[src/rtl/mtmr_pkg.sv]
package mtmr_pkg;
  localparam int DATA_W = 8;
  localparam int ADDR_W = 2;

  localparam logic [ADDR_W-1:0] ADR_COUNT = 2'd0;
  localparam logic [ADDR_W-1:0] ADR_CMPA  = 2'd1;
  localparam logic [ADDR_W-1:0] ADR_CMPB  = 2'd2;
  localparam logic [ADDR_W-1:0] ADR_CTRL  = 2'd3;

  // flag vector index i maps to control/status bit FLAG_LSB+i
  localparam int NUM_FLAGS = 3;
  localparam int FLAG_LSB  = 5;
  localparam int FIDX_OVF  = 0;
  localparam int FIDX_A    = 1;
  localparam int FIDX_B    = 2;
  localparam int TRIG_BIT  = 4;
  localparam int ACT_LSB   = 2;

  typedef enum logic [1:0] {
    PIN_HOLD   = 2'b00,
    PIN_LOW    = 2'b01,
    PIN_HIGH   = 2'b10,
    PIN_TOGGLE = 2'b11
  } pin_act_e;
endpackage

[src/rtl/mtmr_counter.sv]
module mtmr_counter #(
  parameter int CNT_W = 8,
  parameter logic [CNT_W-1:0] CMP_RST = '1
) (
  input  logic             clk,
  input  logic             rst_n,
  input  logic             cnt_en,
  input  logic             cnt_wr,
  input  logic             cmpa_wr,
  input  logic             cmpb_wr,
  input  logic [CNT_W-1:0] wdata,
  output logic [CNT_W-1:0] cnt_q,
  output logic [CNT_W-1:0] cmpa_q,
  output logic [CNT_W-1:0] cmpb_q,
  output logic             hit_a,
  output logic             hit_b,
  output logic             wrap
);
  localparam logic [CNT_W-1:0] CNT_TOP = '1;

  logic             step;
  logic [CNT_W-1:0] cnt_inc;
  logic [CNT_W-1:0] cnt_d;

  always_comb begin
    step    = cnt_en & ~cnt_wr;
    cnt_inc = cnt_q + 1'b1;
    hit_a   = step & (cnt_inc == cmpa_q);
    hit_b   = step & (cnt_inc == cmpb_q);
    wrap    = step & (cnt_q == CNT_TOP);
    if (cnt_wr)      cnt_d = wdata;
    else if (cnt_en) cnt_d = cnt_inc;
    else             cnt_d = cnt_q;
  end

  always_ff @(posedge clk or negedge rst_n) begin
    if (!rst_n) begin
      cnt_q  <= '0;
      cmpa_q <= CMP_RST;
      cmpb_q <= CMP_RST;
    end else begin
      cnt_q <= cnt_d;
      if (cmpa_wr) cmpa_q <= wdata;
      if (cmpb_wr) cmpb_q <= wdata;
    end
  end
endmodule

[src/rtl/mtmr_flag.sv]
module mtmr_flag (
  input  logic clk,
  input  logic rst_n,
  input  logic set_evt,
  input  logic rd_stb,
  input  logic wr_stb,
  input  logic wr_bit,
  output logic flag_q
);
  logic arm_q, arm_d, flag_d, zero_wr, clr;

  always_comb begin
    zero_wr = wr_stb & ~wr_bit;
    clr     = zero_wr & arm_q & flag_q;
    flag_d  = set_evt | (flag_q & ~clr);
    if (zero_wr)               arm_d = 1'b0;
    else if (rd_stb && flag_q) arm_d = 1'b1;
    else                       arm_d = arm_q;
  end

  always_ff @(posedge clk or negedge rst_n) begin
    if (!rst_n) begin
      flag_q <= 1'b0;
      arm_q  <= 1'b0;
    end else begin
      flag_q <= flag_d;
      arm_q  <= arm_d;
    end
  end
endmodule

[src/rtl/mtmr_pin.sv]
module mtmr_pin
  import mtmr_pkg::*;
(
  input  logic     clk,
  input  logic     rst_n,
  input  logic     hit_b,
  input  pin_act_e act,
  output logic     pin_q
);
  logic pin_d;

  always_comb begin
    pin_d = pin_q;
    if (hit_b) begin
      case (act)
        PIN_LOW:    pin_d = 1'b0;
        PIN_HIGH:   pin_d = 1'b1;
        PIN_TOGGLE: pin_d = ~pin_q;
        default:    pin_d = pin_q;
      endcase
    end
  end

  always_ff @(posedge clk or negedge rst_n) begin
    if (!rst_n) pin_q <= 1'b0;
    else        pin_q <= pin_d;
  end
endmodule

[src/rtl/mtmr_top.sv]
module mtmr_top
  import mtmr_pkg::*;
(
  input  logic              clk,
  input  logic              rst_n,
  input  logic [ADDR_W-1:0] reg_addr,
  input  logic              reg_wr,
  input  logic              reg_rd,
  input  logic [DATA_W-1:0] reg_wdata,
  output logic [DATA_W-1:0] reg_rdata,
  input  logic              cnt_en,
  output logic              tmr_out,
  output logic              conv_req
);
  logic [DATA_W-1:0]    cnt_q, cmpa_q, cmpb_q;
  logic                 hit_a, hit_b, wrap;
  logic                 ctrl_wr, ctrl_rd;
  logic [NUM_FLAGS-1:0] set_vec, flag_vec;
  logic                 trig_en_q, trig_en_d;
  logic [1:0]           act_q, act_d;
  logic                 req_d;

  always_comb begin
    ctrl_wr   = reg_wr & (reg_addr == ADR_CTRL);
    ctrl_rd   = reg_rd & (reg_addr == ADR_CTRL);
    trig_en_d = ctrl_wr ? reg_wdata[TRIG_BIT] : trig_en_q;
    act_d     = ctrl_wr ? reg_wdata[ACT_LSB+1:ACT_LSB] : act_q;
    req_d     = hit_a & trig_en_q;
    set_vec[FIDX_OVF] = wrap;
    set_vec[FIDX_A]   = hit_a;
    set_vec[FIDX_B]   = hit_b;
  end

  mtmr_counter #(.CNT_W(DATA_W)) u_cnt (
    .clk     (clk),
    .rst_n   (rst_n),
    .cnt_en  (cnt_en),
    .cnt_wr  (reg_wr & (reg_addr == ADR_COUNT)),
    .cmpa_wr (reg_wr & (reg_addr == ADR_CMPA)),
    .cmpb_wr (reg_wr & (reg_addr == ADR_CMPB)),
    .wdata   (reg_wdata),
    .cnt_q   (cnt_q),
    .cmpa_q  (cmpa_q),
    .cmpb_q  (cmpb_q),
    .hit_a   (hit_a),
    .hit_b   (hit_b),
    .wrap    (wrap)
  );

  for (genvar i = 0; i < NUM_FLAGS; i++) begin : g_flag
    mtmr_flag u_flag (
      .clk     (clk),
      .rst_n   (rst_n),
      .set_evt (set_vec[i]),
      .rd_stb  (ctrl_rd),
      .wr_stb  (ctrl_wr),
      .wr_bit  (reg_wdata[FLAG_LSB+i]),
      .flag_q  (flag_vec[i])
    );
  end

  mtmr_pin u_pin (
    .clk   (clk),
    .rst_n (rst_n),
    .hit_b (hit_b),
    .act   (pin_act_e'(act_q)),
    .pin_q (tmr_out)
  );

  always_ff @(posedge clk or negedge rst_n) begin
    if (!rst_n) begin
      trig_en_q <= 1'b0;
      act_q     <= 2'b00;
      conv_req  <= 1'b0;
    end else begin
      trig_en_q <= trig_en_d;
      act_q     <= act_d;
      conv_req  <= req_d;
    end
  end

  always_comb begin
    case (reg_addr)
      ADR_COUNT: reg_rdata = cnt_q;
      ADR_CMPA:  reg_rdata = cmpa_q;
      ADR_CMPB:  reg_rdata = cmpb_q;
      default:   reg_rdata = {flag_vec, trig_en_q, act_q, 2'b00};
    endcase
  end
endmodule

[config.mk]
export PLATFORM = sky130hd
export DESIGN_NAME = mtmr_top
export DESIGN_NICKNAME = d
export VERILOG_FILES = /design/src/rtl/mtmr_pkg.sv /design/src/rtl/mtmr_counter.sv /design/src/rtl/mtmr_flag.sv /design/src/rtl/mtmr_pin.sv /design/src/rtl/mtmr_top.sv
export SDC_FILE = /design/constraint.sdc
export NUM_CORES = 1
export LEC_CHECK = 0
export BUFFER_PORTS_ARGS = -buffer_cell sky130_fd_sc_hd__buf_4
export CORE_UTILIZATION = 60
export CTS_BUF_LIST = sky130_fd_sc_hd__clkbuf_8
export DETAILED_ROUTE_END_ITERATION = 6
export PLACE_DENSITY_LB_ADDON = 0.05
export SLEW_MARGIN = 20
export SYNTH_ARGS = -nofsm -noshare
export SYNTH_HDL_FRONTEND = slang
export SYNTH_HIERARCHICAL = 1
export SYNTH_SLANG_ARGS = --single-unit
[constraint.sdc]
create_clock -name clk -period 2.5 [get_ports clk]
set_input_delay 0.5 -clock clk [delete_from_list [all_inputs] [get_ports clk]]
set_output_delay 0.5 -clock clk [all_outputs]
set_load 0.01 [all_outputs]
==> flow_summary.ini, run 1 <==
[status]
outcome = finished clean

[global_routing]
grtUsageTotal = 0.2532
first_global_vias = 1397
grt_pass1_wl_um = 6596
grt_max_degree = 36
antenna_found_initial = 0
grt_overflow = 0

[timing]
slew_viol_final = 0
finalHoldViolations = 0
setup_tns_ns = 0
slew_headroom = 0.6853
finalCritPeriodShare = 0.9344
fin_skew_ns = 0.006499
setup_viol = 0
worst_slew_pin_slew_ns = 0.4720
fin_crit_ns = 2.336
rsz0062_at_grt = no
maxClockFrequency_mhz = 428.1

[setup_path]
endpoint_kind = register
start_kind = register
cp_top_family = simple AND/OR/NAND/NOR gates
crit_chain = ha_1 -> xor2_1 -> xnor2_1 -> nand4_1 -> or4_1 -> nor3_2 -> a21oi_1 -> a31oi_1
critPathMaxStageDelay_ns = 0.45
arrival_ns = 2.54
critPathRequiredTime_ns = 2.71
r2r_slack_ns = 0.16
cpMaxStageDelayCell = dfrtp_1
regToRegStartpoint = u_cnt/cnt_q[1]
r2r_cells = 8
worstReg2RegEnd = u_pin/pin_q
path_buf_inv = 0
crit_type = register to register
crit_fanout = 5

[clock_network]
htreeDepth = 2
cts_sinks = 35
ctsResizeCount = 0
postCtsHoldBufs = 0
clkTransAtPathRegs_ns = 0.07
cts_root_buf = clkbuf_8
cts_buffer_depth = 2
cts_tree = built
clkLatencyLatePin_ns = 0.29
postCtsSetupBuffers = 0
numCtsBuffers = 5

[final_layout]
design_area_mm2 = 0.002422
finalNonFillerCells = 246
layout.nets = 215
antenna_cells = 0
drive_gt1_frac = 0.4000
area_growth_pct = 15.58

[synth]
synthXorXnorAreaFrac = 0.1290
yosys.area_share.simple = 0.1397
synth_top_cell_area_share = 0.2269
ys.flop_type = dfrtp_1
muxShareOfSynthArea = 0.1916
synth_fa_ha_area_frac = 0.005970
synth.most_common_cell = dfrtp_1
synth_async_sr_flop_share = 1.000
synth_cell_types = 41
ys_warn_count = 6
synth_top_family_by_area = multiplexers
synth_area_leader_cell = dfrtp_1
synth_common_cells = dfrtp_1, dfstp_2, mux2_2, xnor2_1, xor2_1
yosys_register_bits = 35
syn_area_mm2 = 0.002096
ys_seq_area_frac = 0.4275
synth.avg_cell_area_um2 = 11.91
ys_top_cells_by_area = dfrtp_1, dfstp_2, mux2_2
synth_edf_count = 0
syn-num-nets = 192
synth_compound_area_frac = 0.07104
synthCells = 176

[route]
met1_length_um = 1817
top_layer_used = met4
viasPerCell = 5.687
wl_um = 4146
drc = 0
drt-initial-drc-count = 41
drtPass1Iterations = 4
num_vias = 1399
met3_wirelength_um = 153
post_drt_wl_per_cell_um = 16.85
wl_met2_um = 2075
postRouteAntennaNets = 0

[placed_design]
port_buffers = 24
dp.cells = 238
place_area_mm2 = 0.002290
gp_congestion = 0.8241
hpwlAfterDp_um = 2965

[min_path]
hold_class = input port to asynchronous set/reset pin

[floorplan]
io_pins = 25
num_rows = 21
die_w_um = 61.10
core_mm2 = 0.003337
start_util = 0.6280
die_h_um = 61.10
die_area_mm2 = 0.003733

[power_and_ir_drop]
p_seq_frac = 0.410
ir_drop_v = 0.0006041
p_sw_uw = 732.3
power.internal_uw = 1539
leakagePower_uw = 0.001016
p_total_uw = 2271
cellPowerDensity_mw_per_mm2 = 937.6
p_sw_frac = 0.3225
pwr-share-comb = 0.328
p_clk_frac = 0.263

[flow_run]
cap_violations = 0
==> worst max path at each step <==
stage | from | to | slack (ns) | cells past startpoint
after floorplan | u_cnt/cnt_q[1] | u_pin/pin_q | 0.43 | 8
after detailed placement | u_cnt/cnt_q[1] | u_pin/pin_q | 0.19 | 8
after global placement | u_cnt/cnt_q[1] | u_pin/pin_q | 0.35 | 8
final | u_cnt/cnt_q[1] | u_pin/pin_q | 0.16 | 8
after global routing | u_cnt/cnt_q[1] | u_pin/pin_q | 0.06 | 8
after CTS | u_cnt/cnt_q[1] | u_pin/pin_q | 0.15 | 8
==> logic make-up (layout without fill, tap and decap cells) <==
family | Yosys count | after routing
adder cells (fa/ha/maj) | 1 | 1
AO/OA/AOI/OAI | 25 | 25
AND/OR/NAND/NOR | 43 | 43
multiplexers | 28 | 28
flip-flops | 35 | 35
XOR/XNOR | 30 | 30
buffers and inverters | 14 | 38
==> power by group through the flow <==
stage | logic [µW] | clock network [µW] | registers [µW]
after detailed placement | 742 | 0 | 939
after floorplan | 637 | 0 | 852
after CTS | 747 | 605 | 928
after global placement | 724 | 0 | 928
after global routing | 812 | 631 | 953
final | 744 | 596 | 931
==> final cells by class <==
type,instances,area (µm²)
Fill cell,249,914.6
Tap cell,46,57.56
Sequential cell,35,895.9
Inverter,4,15.01
Clock buffer,5,68.82
Clock inverter,3,63.81
Timing Repair Buffer,26,195.2
Multi-Input combinational cell,127,1126
==> sequential cells by signal, summed over array words and instances, names as in the netlist <==
signal / flops
u_cnt/cmpb_q: 8
u_cnt/cnt_q: 8
act_q: 2
g_flag.u_flag/arm_q: 3
g_flag.u_flag/flag_q: 3
u_cnt/cmpa_q: 8
conv_req: 1
trig_en_q: 1
u_pin/pin_q: 1
==> per-layer routing <==
layer | global-route usage | up-vias
met4 | 0.1169 | 0
met2 | 0.4286 | 23
li1 | - | 669
met3 | 0.06303 | 12
met5 | 0 | -
met1 | 0.3039 | 695
==> layout by cell type, fill, tap and decap left out, types with 2 or more instances in the layout <==
cell type and n:
dfrtp_1 19, nand2_1 13, nor2_1 2, mux2_4 3
mux2i_1 3, xnor2_1 15, a21o_1 3, nor2_4 2
a21oi_1 7, clkbuf_8 5, dfstp_2 16, nor3b_1 2
nor2b_1 2, o2bb2ai_1 2, xor2_1 14, nand4_1 4
mux4_1 3, bufinv_16 2, mux2_2 16, o21ai_0 9
mux4_2 3, nand3_1 3, nand3_4 3, buf_4 26
nand3b_1 3, inv_1 5, and2_1 2
==> stage by stage <==
step	setup WS, ns	utilization	hold slack, ns
global placement	0.3492	0.6862	0.4649
global route	0.06025	0.7259	0.1828
detailed placement	0.1893	0.6862	0.4729
floorplan	0.4330	-	0.2044
finish	0.1639	0.7259	0.1479
CTS	0.1547	0.7259	0.1617
Note: power is estimated with default switching activity, not from simulation.
==> run 2, diff against run 1 <==
--- a/config.mk
+++ b/config.mk
@@ -6,6 +6,6 @@
 export NUM_CORES = 1
 export LEC_CHECK = 0
-export BUFFER_PORTS_ARGS = -buffer_cell sky130_fd_sc_hd__buf_4
-export CORE_UTILIZATION = 60
+export BUFFER_PORTS_ARGS = -buffer_cell sky130_fd_sc_hd__buf_2
+export CORE_UTILIZATION = 65
 export CTS_BUF_LIST = sky130_fd_sc_hd__clkbuf_8
 export DETAILED_ROUTE_END_ITERATION = 6
==> constraint.sdc (replaced) <==
create_clock -name clk -period 2.7 [get_ports clk]
set_input_delay 0.54 -clock clk [delete_from_list [all_inputs] [get_ports clk]]
set_output_delay 0.54 -clock clk [all_outputs]
set_load 0.005 [all_outputs]
==> run 2 against run 1 <==
Compared with the run above:
- fmax down 2.0%
- critical path depth did not move
- total power is 19% lower
- sequential power decreased by 5.5%
- core utilization grew 2.6 points
- clock power decreased by 43%
- non-clock buffer count fell by 1
- global-route usage rose by 2.2 points
- hold slack better by 0.18 ns
- first-iteration DRC count rose by 15%
==> flow_summary.ini, run 2 (synthesis gave the netlist of run 1 again) <==
[status]
outcome = finished clean

[timing]
fin_skew_ns = 0.006914
maxClockFrequency_mhz = 419.6
slew_viol_final = 0
slew_headroom = 0.4895
rsz0062_at_grt = no
finalCritPeriodShare = 0.8827
fin_crit_ns = 2.383
worst_slew_pin_slew_ns = 0.7658
setup_tns_ns = 0
setup_viol = 0
finalHoldViolations = 0

[final_layout]
layout_commonest_cell = buf_2
layout.nets = 214
fillCellCount = 214
antenna_cells = 0
area_growth_pct = 9.552
drive_gt1_frac = 0.3889
top_regs = u_cnt/cmpa_q x8, u_cnt/cmpb_q x8, u_cnt/cnt_q x8
finalNonFillerCells = 242
final_cell_mix = buf_2, dfrtp_1, mux2_2, dfstp_2, xnor2_1

[route]
viasPerCell = 5.773
wl_um = 4174
drtPass1Iterations = 4
post_drt_wl_per_cell_um = 17.25
postRouteAntennaNets = 0
num_vias = 1397
drc = 0
drt-initial-drc-count = 47

[clock_network]
htreeDepth = 2
cts_root_buf = clkbuf_8
cts_sinks = 35
clkLatencyLatePin_ns = 0.29
numCtsBuffers = 5
ctsResizeCount = 0
cts_tree = built
postCtsSetupBuffers = 0
postCtsHoldBufs = 0
clkTransAtPathRegs_ns = 0.07
cts_buffer_depth = 2

[setup_path]
r2r_cells = 8
worstReg2RegEnd = u_pin/pin_q
crit_fanout = 7
arrival_ns = 2.60
endpoint_kind = register
start_kind = register
r2r_slack_ns = 0.32
crit_type = register to register
regToRegStartpoint = u_cnt/cnt_q[0]
critPathRequiredTime_ns = 2.91

[power_and_ir_drop]
leakagePower_uw = 0.0009709
ir_drop_v = 0.0005999
cellPowerDensity_mw_per_mm2 = 805.4

[floorplan]
num_rows = 20
core_mm2 = 0.003053
die_area_mm2 = 0.003455
die_w_um = 58.78
start_util = 0.6865
io_pins = 25
die_h_um = 58.78

[placed_design]
hpwlAfterDp_um = 3016
dp.cells = 235
port_buffers = 24
gp_congestion = 0.9136

[global_routing]
grt_overflow = 0
antenna_found_initial = 0
first_global_vias = 1446
grt_max_degree = 36
grtUsageTotal = 0.2751
grt_pass1_wl_um = 6796

[min_path]
hold_class = input port to asynchronous set/reset pin

[flow_run]
cap_violations = 0
-- run 2: changes by cell type in the layout (fill, tap and decap cells not counted) --
cell and change:
buf_4 -25, buf_2 +24, bufinv_16 -2, inv_1 +1
-- run 2: cell type report --
type                    instances  area [µm²]  share of cell area
flip-flops and latches         35       895.9              0.3902
clock inverters                 2       7.507            0.003270
repair buffers                 25       127.6             0.05559
clock buffers                   5       68.82             0.02997
inverters                       4       15.01            0.006540
multi-input cells             127        1126              0.4905
well taps                      44       55.05             0.02398
-- run 2: worst max-delay path, stage by stage (launching register included) --
cell     delay, ns
dfrtp_1       0.54
ha_1          0.36
xor2_1        0.27
xnor2_1       0.15
nand4_1       0.10
or4_1         0.42
nor3_2        0.23
a21oi_1       0.10
a31oi_1       0.14
-- run 2: how the worst max path moves through the flow --
stage / end / startpoint / cells past startpoint / slack, ns
after global routing: u_pin/pin_q / u_cnt/cnt_q[0] / 8 / 0.16
after CTS: u_pin/pin_q / u_cnt/cnt_q[0] / 8 / 0.33
after detailed placement: u_pin/pin_q / u_cnt/cnt_q[0] / 8 / 0.35
after floorplan: u_pin/pin_q / u_cnt/cnt_q[1] / 8 / 0.63
final: u_pin/pin_q / u_cnt/cnt_q[0] / 8 / 0.32
after global placement: u_pin/pin_q / u_cnt/cnt_q[0] / 8 / 0.44
-- run 2: power by group --
group	leakage (µW)	switching, µW	total (µW)	internal [µW]
Clock	0.0000466	169	339	170
Sequential	0.000410	193	880	687
Combinational	0.000514	290	631	341
Total	0.000971	651	1850	1200
-- run 2: routing by layer --
metal / up-vias / share of wire / global-route usage
met2: 32 / 0.53 / 0.4838
li1: 665 / - / -
met5: - / 0 / 0
met3: 13 / 0.040 / 0.05495
met1: 687 / 0.41 / 0.3155
met4: 0 / 0.020 / 0.1429
-- run 2: through the flow --
| step | total power (µW) | hold WS (ns) | utilization | worst slack [ns] | area (µm²) |
|---|---|---|---|---|---|
| final | 1849 | 0.3278 | 0.7520 | 0.3166 | 2296 |
| after global routing | 1952 | 0.3805 | 0.7520 | 0.1630 | 2296 |
| after CTS | 1859 | 0.3429 | 0.7520 | 0.3334 | 2296 |
| after detailed placement | 1514 | 0.4919 | 0.7270 | 0.3452 | 2220 |
| after global placement | 1479 | 0.4768 | 0.7270 | 0.4366 | 2220 |
| after floorplan | 1364 | 0.2444 | - | 0.6330 | 2096 |
==> run 3, diff against run 2 <==
CORE_UTILIZATION = 60   (was 65)
CTS_CLUSTER_SIZE = 10   (was default)
SYNTH_HIERARCHICAL = default   (was 1)
==> run 3 against run 2 <==
Compared with the run above:
- non-clock buffer count unchanged
- largest power group unchanged
- largest cell class unchanged
- final area barely moved
- first-iteration DRC count up 130%
- routed wire length barely moved
==> flow_summary.ini, run 3 <==
[timing]
finalCritPeriodShare = 0.7861
setup_viol = 0
slew_headroom = 0.4928
fin_skew_ns = 0.008536
rsz0062_at_grt = no
finalHoldViolations = 0
worst_slew_pin_slew_ns = 0.7607
slew_viol_final = 0
timing.hold.ws_ns = 0.3183
fin_crit_ns = 2.123
setup_tns_ns = 0
maxClockFrequency_mhz = 471.1

[final_layout]
area_growth_pct = 12.24
design_area_mm2 = 0.002295
antenna_cells = 0
final_cell_mix = buf_2, nand2_1, mux2_2, dfrtp_1
layout.nets = 217
top_regs = u_cnt.cmpa_q x8, u_cnt.cmpb_q x8, u_cnt.cnt_q x8
drive_gt1_frac = 0.3861
layout_commonest_cell = buf_2

[clock_network]
ctsResizeCount = 0
numCtsBuffers = 5
cts_buffer_depth = 2
clkLatencyLatePin_ns = 0.29
cts_root_buf = clkbuf_8
htreeDepth = 2
postCtsHoldBufs = 0
cts_tree = built
postCtsSetupBuffers = 0
clkTransAtPathRegs_ns = 0.07
cts_sinks = 35

[route]
wl_um = 4175
viasPerCell = 5.894
num_vias = 1450
drt-initial-drc-count = 106
drc = 0
postRouteAntennaNets = 0
post_drt_wl_per_cell_um = 16.97
drtPass1Iterations = 4

[global_routing]
grt_use_met2 = 0.4443
grt_overflow = 0
grtUsageMet3 = 0.06183
grt_pass1_wl_um = 6755
first_global_vias = 1410
busiest_layer = met2
grtUsageTotal = 0.2668
grt_max_degree = 36
antenna_found_initial = 0
grt_use_met1 = 0.3464

[power_and_ir_drop]
ir_drop_v = 0.0004979
cellPowerDensity_mw_per_mm2 = 891.4
leakagePower_uw = 0.0009678

[synth]
ys.flop_type = dfrtp_1
synth_async_sr_flop_share = 1.000
ys_seq_area_frac = 0.4382
synth_top_cell_area_share = 0.2326
synth_area_leader_cell = dfrtp_1
synthCells = 178
synth_cell_types = 36
ys_top_cells_by_area = dfrtp_1, dfstp_2, mux2_2
synth_common_cells = nand2_1, dfrtp_1, mux2_2, dfstp_2, xnor2_1
ys_warn_count = 0
yosys_register_bits = 35
syn_area_mm2 = 0.002044
syn-num-nets = 194
synth.most_common_cell = nand2_1
synth.avg_cell_area_um2 = 11.49
synth_edf_count = 0

[floorplan]
die_w_um = 60.38
die_area_mm2 = 0.003645
io_pins = 25
start_util = 0.6484
die_h_um = 60.38
core_mm2 = 0.003153
num_rows = 20

[status]
outcome = finished clean

[flow_run]
cap_violations = 0

[placed_design]
port_buffers = 24
place_area_mm2 = 0.002177
gp_congestion = 0.8966
hpwlAfterDp_um = 2905

[setup_path]
crit_type = input port to primary output
crit_fanout = 14
arrival_ns = 1.58
start_kind = input port
regToRegStartpoint = u_cnt.cnt_q[0]
critPathRequiredTime_ns = 2.16
r2r_slack_ns = 0.59
endpoint_kind = primary output
worstReg2RegEnd = u_pin.pin_q
r2r_cells = 6

[min_path]
hold_class = input port to asynchronous set/reset pin
## run 3: changes by cell type in the layout (fill, tap and decap cells not counted), sizes merged, moves of 4 or more
cell,previous run,this run
nand2,13,20
inv,6,1
xor2,15,11
a21oi,8,3
nor2,4,13
## run 3: routing by layer
metal	share of wire	routed length, µm
met2	0.49	2059
met3	0.054	226
met1	0.44	1841
met5	0	0
met4	0.011	47
## run 3: worst max-delay path, cell delays in order
cell and delay, ns:
buf_2 0.31, mux4_1 0.59, buf_2 0.14
## run 3: cell type report
class	count	area (µm²)
multi-input combinational	133	1095
tap	44	55.05
sequential	35	895.9
timing repair buffer	25	127.6
clock inverter	2	35.03
inverter	1	3.754
clock buffer	6	82.58
fill	244	858.3
## run 3: cell families after synthesis
family | synth area share
and+or+nand+nor | 0.1377
DFF | 0.4382
xor gates and xnor gates | 0.1457
muxes | 0.1873
AOI/OAI and AO/OA | 0.05875
buffers and inverters | 0.02632
adders and majority gates | 0.006119
## run 3: report_power, final
group / total [µW] / internal, µW / switching (µW)
clock network: 484 / 299 / 185
logic: 690 / 374 / 315
registers: 872 / 690 / 182
total: 2050 / 1360 / 683
## run 3: worst max-delay path by stage
stage | slack, ns | to | from
2_1_floorplan | 0.82 | reg_rdata[6] | reg_addr[0]
4_1_cts | 0.58 | reg_rdata[6] | reg_addr[0]
6_report | 0.58 | reg_rdata[6] | reg_addr[0]
5_1_grt | 0.47 | u_pin.pin_q | u_cnt.cnt_q[0]
3_5_place_dp | 0.58 | reg_rdata[6] | reg_addr[0]
3_3_place_gp | 0.59 | reg_rdata[6] | reg_addr[0]
## run 3: stage by stage
stage,setup WS [ns],cells,power [µW],util
after floorplan,0.8210,178,1417,-
after global routing,0.4656,246,2161,0.7278
after CTS,0.5754,246,2058,0.7278
after global placement,0.5867,238,1534,0.6905
final,0.5774,246,2046,0.7278
after detailed placement,0.5757,238,1556,0.6905
